File: config.mk
export PLATFORM = sky130hd
export DESIGN_NAME = btb_top
export DESIGN_NICKNAME = d
export VERILOG_FILES = /design/src/rtl/btb_pkg.sv /design/src/rtl/btb_addr_split.sv /design/src/rtl/btb_entry_array.sv /design/src/rtl/btb_next_pc_sel.sv /design/src/rtl/btb_top.sv
export SDC_FILE = /design/constraint.sdc
export NUM_CORES = 2
export LEC_CHECK = 0
export BUFFER_PORTS_ARGS = -buffer_cell sky130_fd_sc_hd__buf_2
export CAP_MARGIN = 40
export CORE_MARGIN = 1.5
export CORE_UTILIZATION = 50
export CTS_CLUSTER_SIZE = 30
export DETAILED_ROUTE_END_ITERATION = 6
export GPL_ROUTABILITY_DRIVEN = 1
export PLACE_DENSITY = 0.69
export RECOVER_POWER = 25
export SLEW_MARGIN = 20
export SYNTH_ARGS = -nofsm -noshare
export SYNTH_HDL_FRONTEND = slang
export SYNTH_SLANG_ARGS = --single-unit
File: constraint.sdc
create_clock -name clk -period 4.88 [get_ports clk]
set_input_delay 0.976 -clock clk [delete_from_list [all_inputs] [get_ports clk]]
set_output_delay 0.976 -clock clk [all_outputs]
set_load 0.1 [all_outputs]
File: src/rtl/btb_pkg.sv
package btb_pkg;

    // Source chosen for the next fetch address
    typedef enum logic {
        NPC_SEQ    = 1'b0,
        NPC_TARGET = 1'b1
    } npc_src_e;

    localparam int unsigned INSN_BYTES = 4;
    localparam int unsigned OFFS_W     = 2;

endpackage

File: src/rtl/btb_addr_split.sv
module btb_addr_split #(
    parameter int unsigned PC_W  = 32,
    parameter int unsigned IDX_W = 6,
    localparam int unsigned TAG_W = PC_W - IDX_W - btb_pkg::OFFS_W
) (
    input  logic [PC_W-1:0]  pc,
    output logic [IDX_W-1:0] idx,
    output logic [TAG_W-1:0] tag
);
    localparam int unsigned IDX_LO = btb_pkg::OFFS_W;
    localparam int unsigned TAG_LO = IDX_LO + IDX_W;

    logic unused_offs;

    assign idx         = pc[TAG_LO-1:IDX_LO];
    assign tag         = pc[PC_W-1:TAG_LO];
    assign unused_offs = ^pc[IDX_LO-1:0];
endmodule

File: src/rtl/btb_entry_array.sv
module btb_entry_array #(
    parameter int unsigned PC_W  = 32,
    parameter int unsigned IDX_W = 6,
    parameter int unsigned TAG_W = 24,
    localparam int unsigned ENTRIES = 1 << IDX_W
) (
    input  logic             clk,
    input  logic             rst_n,
    input  logic             wr_en,
    input  logic [IDX_W-1:0] wr_idx,
    input  logic [TAG_W-1:0] wr_tag,
    input  logic [PC_W-1:0]  wr_tgt,
    input  logic [IDX_W-1:0] rd_idx,
    output logic             rd_valid,
    output logic [TAG_W-1:0] rd_tag,
    output logic [PC_W-1:0]  rd_tgt
);
    logic             vld_q [ENTRIES];
    logic [TAG_W-1:0] tag_q [ENTRIES];
    logic [PC_W-1:0]  tgt_q [ENTRIES];

    for (genvar e = 0; e < ENTRIES; e++) begin : g_ent
        logic sel;
        assign sel = wr_en && (wr_idx == IDX_W'(e));

        // valid flag: cleared on reset, set on fill
        always_ff @(posedge clk or negedge rst_n) begin
            if (!rst_n) begin
                vld_q[e] <= 1'b0;
            end else if (sel) begin
                vld_q[e] <= 1'b1;
            end
        end

        // payload: fill or evict overwrites tag and target
        always_ff @(posedge clk) begin
            if (sel) begin
                tag_q[e] <= wr_tag;
                tgt_q[e] <= wr_tgt;
            end
        end
    end

    // read is combinational from the registers: a same-cycle write is not visible
    assign rd_valid = vld_q[rd_idx];
    assign rd_tag   = tag_q[rd_idx];
    assign rd_tgt   = tgt_q[rd_idx];
endmodule

File: src/rtl/btb_next_pc_sel.sv
module btb_next_pc_sel
    import btb_pkg::*;
#(
    parameter int unsigned PC_W = 32
) (
    input  logic [PC_W-1:0] pc,
    input  logic            hit,
    input  logic            taken,
    input  logic [PC_W-1:0] target,
    output logic [PC_W-1:0] nxt
);
    npc_src_e src;

    always_comb begin
        src = (hit && taken) ? NPC_TARGET : NPC_SEQ;
    end

    always_comb begin
        unique case (src)
            NPC_TARGET: nxt = target;
            NPC_SEQ:    nxt = pc + PC_W'(INSN_BYTES);
            default:    nxt = pc + PC_W'(INSN_BYTES);
        endcase
    end
endmodule

File: src/rtl/btb_top.sv
module btb_top #(
    parameter int unsigned PC_W  = 32,
    parameter int unsigned IDX_W = 6
) (
    input  logic            clk,
    input  logic            rst_n,
    input  logic [PC_W-1:0] lk_pc,
    input  logic            lk_taken_pred,
    output logic            lk_hit,
    output logic [PC_W-1:0] nxt_pc,
    input  logic            up_valid,
    input  logic            up_taken,
    input  logic [PC_W-1:0] up_pc,
    input  logic [PC_W-1:0] up_target
);
    localparam int unsigned TAG_W = PC_W - IDX_W - btb_pkg::OFFS_W;

    logic [IDX_W-1:0] lk_idx, up_idx;
    logic [TAG_W-1:0] lk_tag, up_tag, rd_tag;
    logic [PC_W-1:0]  rd_tgt;
    logic             rd_valid;
    logic             fill;

    btb_addr_split #(.PC_W(PC_W), .IDX_W(IDX_W)) u_lk_split (
        .pc  (lk_pc),
        .idx (lk_idx),
        .tag (lk_tag)
    );

    btb_addr_split #(.PC_W(PC_W), .IDX_W(IDX_W)) u_up_split (
        .pc  (up_pc),
        .idx (up_idx),
        .tag (up_tag)
    );

    // only resolved taken branches are recorded
    assign fill = up_valid && up_taken;

    btb_entry_array #(.PC_W(PC_W), .IDX_W(IDX_W), .TAG_W(TAG_W)) u_array (
        .clk      (clk),
        .rst_n    (rst_n),
        .wr_en    (fill),
        .wr_idx   (up_idx),
        .wr_tag   (up_tag),
        .wr_tgt   (up_target),
        .rd_idx   (lk_idx),
        .rd_valid (rd_valid),
        .rd_tag   (rd_tag),
        .rd_tgt   (rd_tgt)
    );

    // full tag compare
    assign lk_hit = rd_valid && (rd_tag == lk_tag);

    btb_next_pc_sel #(.PC_W(PC_W)) u_sel (
        .pc     (lk_pc),
        .hit    (lk_hit),
        .taken  (lk_taken_pred),
        .target (rd_tgt),
        .nxt    (nxt_pc)
    );
endmodule

# Word-level counts from Yosys, hierarchy flattened
# Memory sizes are Yosys's and may differ from the RTL's.
# Cells that the tools add are included.
[totals]
ff_bits = 64
mem_bits_rw = 3584
input_bits = 101
output_inout_bits = 33
word_cells = 839
n_memories = 2
[memory_table]
columns = ["name", "depth", "width", "rd", "rd_ports_with_merged_regs", "wr", "line", "source"]
rows = [
  ["u_array.tgt_q", 64, 32, 1, 0, 1, "btb_entry_array.sv:20", "logic [PC_W-1:0] tgt_q [ENTRIES];"],
  ["u_array.tag_q", 64, 24, 1, 0, 1, "btb_entry_array.sv:19", "logic [TAG_W-1:0] tag_q [ENTRIES];"],
]
[op_classes]
addsub = 1
order_cmp = 1
n_eq_ne = 64
mux = 511
n_bitwise = 2
n_reduce_logical = 194
[ops]
columns = ["operator", "count"]
rows = [
  ["32-bit 2-to-1 mux", 63],
  ["32-bit OR reduction", 63],
  ["24-bit 2-to-1 mux", 63],
  ["24-bit OR reduction", 63],
  ["6-bit 2-to-1 mux", 126],
  ["1-bit 2-to-1 mux", 257],
  ["6-bit == test, second input constant", 32],
  ["6-bit by 5-bit == test with 1-bit output, second input constant", 16],
  ["1-bit logical AND", 67],
  ["32-bit case mux with 2 select lines", 1],
  ["6-bit by 4-bit == test with 1-bit output, second input constant", 8],
  ["32-bit by 3-bit adder with 32-bit output, second input constant", 1],
  ["24-bit == test", 1],
  ["6-bit by 3-bit == test with 1-bit output, second input constant", 4],
  ["6-bit by 2-bit == test with 1-bit output, second input constant", 2],
  ["7-bit >= comparator, second input constant", 1],
  ["6-bit inverter with 7-bit output", 1],
  ["1-bit binary-select mux with 6-bit select", 1],
  ["6-bit by 1-bit == test with 1-bit output, second input constant", 1],
  ["6-bit logical NOT", 1],
  ["1-bit inverter", 1],
]

# Depth between registers and ports, before layout
[depth]
word_depth = 68
mapped_depth = 16
ltp_nobuf = 10

# Hierarchy
# From an unflattened synthesis, not the netlist that was laid out.
[unflattened]
cells_unflattened = 6040
hier_area_um2 = 139842.9
[by_module_without_submodules]
columns = ["mod", "n_inst", "cells_per_inst", "area_each_um2", "seq_area_each_um2"]
rows = [
  ["btb_entry_array", 1, 5775, 138096.2, 109224.8],
  ["btb_next_pc_sel", 1, 171, 1021.0, 0.0],
  ["btb_addr_split", 2, 30, 225.2, 0.0],
  ["btb_top", 1, 34, 275.3, 0.0],
]

# Worst setup path before layout
# No wires, ideal clock.
[synth_timing]
path_kind = "input to output"
from = "input port lk_pc[2]"
to = "output port lk_hit"
arrival_time_ns = 5.452
required_ns = 3.904
slack_ns = -1.548
path_stages = 13
n_path_buf = 4
cell_sequence = "buf_6 -> buf_8 -> buf_6 -> buf_2 -> mux4_2 -> mux2i_1 -> o22ai_1 -> o21ai_0 -> a31o_2 -> nand4_1 -> nor4_2 -> nand2_1 -> nor3_1"
[synth_via]
elab_chain_cells = 5
word_cells_on_any_way = 7
classes_between = "eq/ne: 1; mux: 3; bitwise: 1; reduce/logical: 1; memory: 1"
[synth_lines]
columns = ["item", "line", "source"]
rows = [
  ["start: declaration", "btb_top.sv:7", "input logic [PC_W-1:0] lk_pc,"],
  ["parallel branches: the longest is 4 deep, another holds memory read 64 x 24 bit", "--", ""],
  ["1-bit logical AND *", "btb_top.sv:53", "assign lk_hit = rd_valid && (rd_tag == lk_tag);"],
  ["end: declaration", "btb_top.sv:9", "output logic lk_hit,"],
]
# Every way passes the cells marked *. The select of a mux whose other input is x is not followed.

# Worst setup path in the final report
[layout_timing]
from = "input port lk_pc[2]"
to = "output port nxt_pc[27]"
[layout_via]
elab_chain_cells = 9
word_cells_on_any_way = 13
classes_between = "add/sub: 1; eq/ne: 1; mux: 5; bitwise: 2; reduce/logical: 2; memory: 2"
[layout_lines]
columns = ["item", "line", "source"]
rows = [
  ["parallel branches: the longest is 8 deep, another holds memory read 64 x 24 bit", "--", ""],
  ["32-bit case mux with 2 select lines *", "btb_next_pc_sel.sv:19", "unique case (src)"],
  ["end: declaration", "btb_top.sv:10", "output logic [PC_W-1:0] nxt_pc,"],
]
# Marks and branches as above.

==> flow_summary.toml <==
[finish]
design_area_sq_um = 164300
stdcell_count = 10800
area_growth_pct = 16.87
seq_area_sq_um = 109200
drive_above_1_share_pct = 34.76
fin_nets = 6882
num-fill-cells = 19160
multi_input_area_sq_um = 30330

[synthesis]
syn-instance-count = 5926
synth_area_per_cell_sq_um = 23.72
synth-edff-count = 3584
synth_compound_area_share_pct = 1.314
syn-cell-area_sq_um = 140600
async_reset_ff_share_pct = 1.754
synth_top_family_by_area = "multiplexers"
yosysUniqueCellTypes = 78
muxShareOfSynthArea_pct = 17.99
syn_nets = 6028
synthAdderAreaFrac_pct = 0.008900
synthXorXnorAreaFrac_pct = 0.1994
synth_ff_type = "edfxtp_1"
synth_warnings = 0
synth-seq-cells = 3648
ys_seq_area_share_pct = 77.69
synth-simple-area-share_pct = 1.576

[run_status]
status = "finished with violations"
failed_checks = "capacitance limit, slew limit, setup timing"

[worst_hold_path]
min_path_cells = 1
hold_class = "primary input to flop"
min_from = "up_target[29]"
min_to = "u_array.tgt_q[23][29]$_DFFE_PP_"

[clocking]
clock-sinks = 3648
tritoncts = "done"
insertion_delay_ns = 0.91
clk_pin_slew_ns = 0.06
cts_buffer_depth = 4
numCtsBuffers = 361
htree_levels = 5
clock-root-buffer = "clkbuf_16"

[global_route]
grt.overflow.total = 0
antenna_found_initial = 29
grt_pass1_vias = 70910
grt_pass1_wl_um = 565200
grt_usage_pct = 28.86
grt_max_degree = 108

[critical_path]
r2r-start = "u_array.vld_q[9]$_DFFE_PN0P_"
r2r_cells = 1
cp-start-kind = "primary input"
r2r_slack_ns = 4.06
r2r-end = "u_array.vld_q[9]$_DFFE_PN0P_"
arrival_ns = 4.81
crit_type = "primary input to primary output"
crit_path_max_fanout = 32
cp.required_ns = 3.90
setup.worst_path.end_class = "primary output"
cp-startpoint = "lk_pc[2]"

[die]
ios = 134
num_rows = 194
die_y_um = 533.3
core-area_sq_um = 279400
start_util_pct = 50.32
die_area_sq_um = 284400
fp.dieW_um = 533.3

[sta]
fin_ws_ns = -0.9038
rsz0062_at_grt = "true"
slew_viol_final = 1859
finalCritPeriodShare_pct = 118.5
hold_viol_final = 0
tightest_slew_ns = 2.273
finalSetupViolations = 33
fmax_ghz = 0.1729
max_slew_margin_pct = -51.52
period_needed_ns = 5.784
clock-skew-final_ns = 0

[drt]
viasPerCell = 6.678
ant_nets = 0
routed_wl_um = 413600
post-route-drc-count = 0
dr.pass1.iters = 7
vias = 72110
wl_per_cell_um = 38.30
drt-initial-drc-count = 12530

[placement]
dp_hpwl_um = 229800
placed_cells_incl_taps = 10060
dp_slack_ns = -1.131
io_buffers = 131
gp_congestion = 0.8928
placed_cell_area_sq_um = 151900

[power]
power.total_uw = 65680
powerDensity_nw_per_um2 = 399.8
leakage_uw = 0.05270
ir_drop_mv = 0.3188

[job]
cap_violations = 34
==> cells by family (layout without fill, tap and decap cells) <==
family	Yosys count	in the layout
adders and majority gates	1	1
DFF	3648	3648
muxes	1238	1238
other	0	18
AOI/OAI and AO/OA	251	251
and+or+nand+nor	440	440
buffers and inverters	316	1446
xor gates and xnor gates	32	32
==> flip-flops by register name, indices dropped and copies added (netlist names) <==
signal and flops:
u_array.tgt_q 2048, u_array.tag_q 1536, u_array.vld_q 64
==> per-layer routing <==
layer	track usage [%]	share of wire, %	vias to the layer above
li1	-	-	27220
met1	39.50	36	38460
met2	45.57	47	5455
met3	5.920	12	974
met4	12.28	4.9	6
met5	0	0.0085	-
==> critical path, stage by stage <==
cell,delay [ns]
buf_16,0.17
buf_12,0.16
buf_16,0.18
buf_4,0.19
mux4_2,0.53
a222oi_1,0.30
o21ai_0,0.15
o211ai_1,0.40
a21oi_1,0.18
nor4_2,0.27
and4_1,0.28
nand4_4,0.13
buf_12,0.23
mux2_4,0.38
buf_12,0.17
==> power by group <==
part           switching, uW  internal (uW)
logic                   2170           1640
registers               65.8          34600
clock network          11900          15300
==> synthesized netlist by cell type, types with 14 or more instances <==
master | instances | area (sq um)
o21ai_0 | 15 | 75.07
buf_4 | 39 | 292.8
buf_2 | 145 | 725.7
o22ai_1 | 19 | 118.9
a22oi_1 | 45 | 337.8
mux2_4 | 30 | 450.4
mux4_2 | 1016 | 22880
nand2_1 | 110 | 412.9
buf_1 | 27 | 101.4
nand3_1 | 38 | 190.2
nand4_1 | 18 | 112.6
nor2_1 | 112 | 420.4
or2_2 | 67 | 419.2
mux2_2 | 30 | 337.8
clkbuf_1 | 68 | 255.2
edfxtp_1 | 3584 | 107600
buf_6 | 25 | 281.5
mux2i_1 | 162 | 1622
nor2b_1 | 19 | 118.9
and3_1 | 14 | 87.58
a221oi_1 | 15 | 131.4
xnor2_1 | 21 | 183.9
a22o_1 | 14 | 122.6
a21oi_1 | 38 | 190.2
dfrtp_1 | 64 | 1602
==> worst max-delay path by stage <==
| stage | to | slack [ns] | cells past startpoint |
|---|---|---|---|
| 6_report | nxt_pc[27] | -0.90 | 15 |
| 3_3_place_gp | nxt_pc[5] | -1.10 | 14 |
| 2_1_floorplan | lk_hit | -0.20 | 13 |
| 3_5_place_dp | nxt_pc[11] | -1.13 | 14 |
| 4_1_cts | nxt_pc[11] | -0.94 | 16 |
| 5_1_grt | nxt_pc[8] | -0.95 | 16 |
==> repair_timing <==
action	CTS	global route
resized for setup	27	46
hold endpoints to repair	0	7
endpoints found under the setup margin	33	33
pin swaps	1	6
gates cloned	3	5
hold buffers	0	1
buffers inserted	4	36
==> layout by cell type (no fill, tap or decap), types with 16 or more instances in the layout <==
master     Yosys  routed
a21oi_1       38      36
a22oi_1       45      45
buf_12         0     171
buf_16         0      27
buf_2        145      44
buf_4         39     442
bufinv_16      0      28
clkbuf_1      68     158
clkbuf_16      0     369
clkinv_1       1      78
clkinv_2       0      50
dfrtp_1       64      64
diode_2        0      18
edfxtp_1    3584    3584
mux2_2        30      28
mux2_4        30      32
mux2i_1      162     158
mux4_2      1016    1016
nand2_1      110     109
nand3_1       38      37
nand4_1       18      18
nor2_1       112      46
nor2_4         0      65
nor2b_1       19      16
o22ai_1       19      17
or2_2         67      67
xnor2_1       21      21
==> metrics by stage <==
| stage | util (%) | hold slack, ns | TNS, ns |
|---|---|---|---|
| global placement | 54.04 | 0.4458 | -35.72 |
| finish | 58.81 | 0.4153 | -29.02 |
| CTS | 58.57 | 0.2542 | -30.34 |
| global route | 58.80 | 0.3926 | -30.56 |
| floorplan | - | 0.4337 | -3.889 |
| detailed placement | 54.35 | 0.4486 | -36.76 |
==> area by class of cell <==
| type | instances | area share (%) |
|---|---|---|
| sequential | 3648 | 66.48 |
| multi-input combinational | 1962 | 18.46 |
| clock inverter | 200 | 1.277 |
| timing repair buffer | 796 | 5.160 |
| antenna | 18 | 0.02742 |
| tap | 3724 | 2.836 |
| inverter | 11 | 0.03122 |
| clock buffer | 439 | 5.728 |
Note: power is estimated with default switching activity, not from simulation.
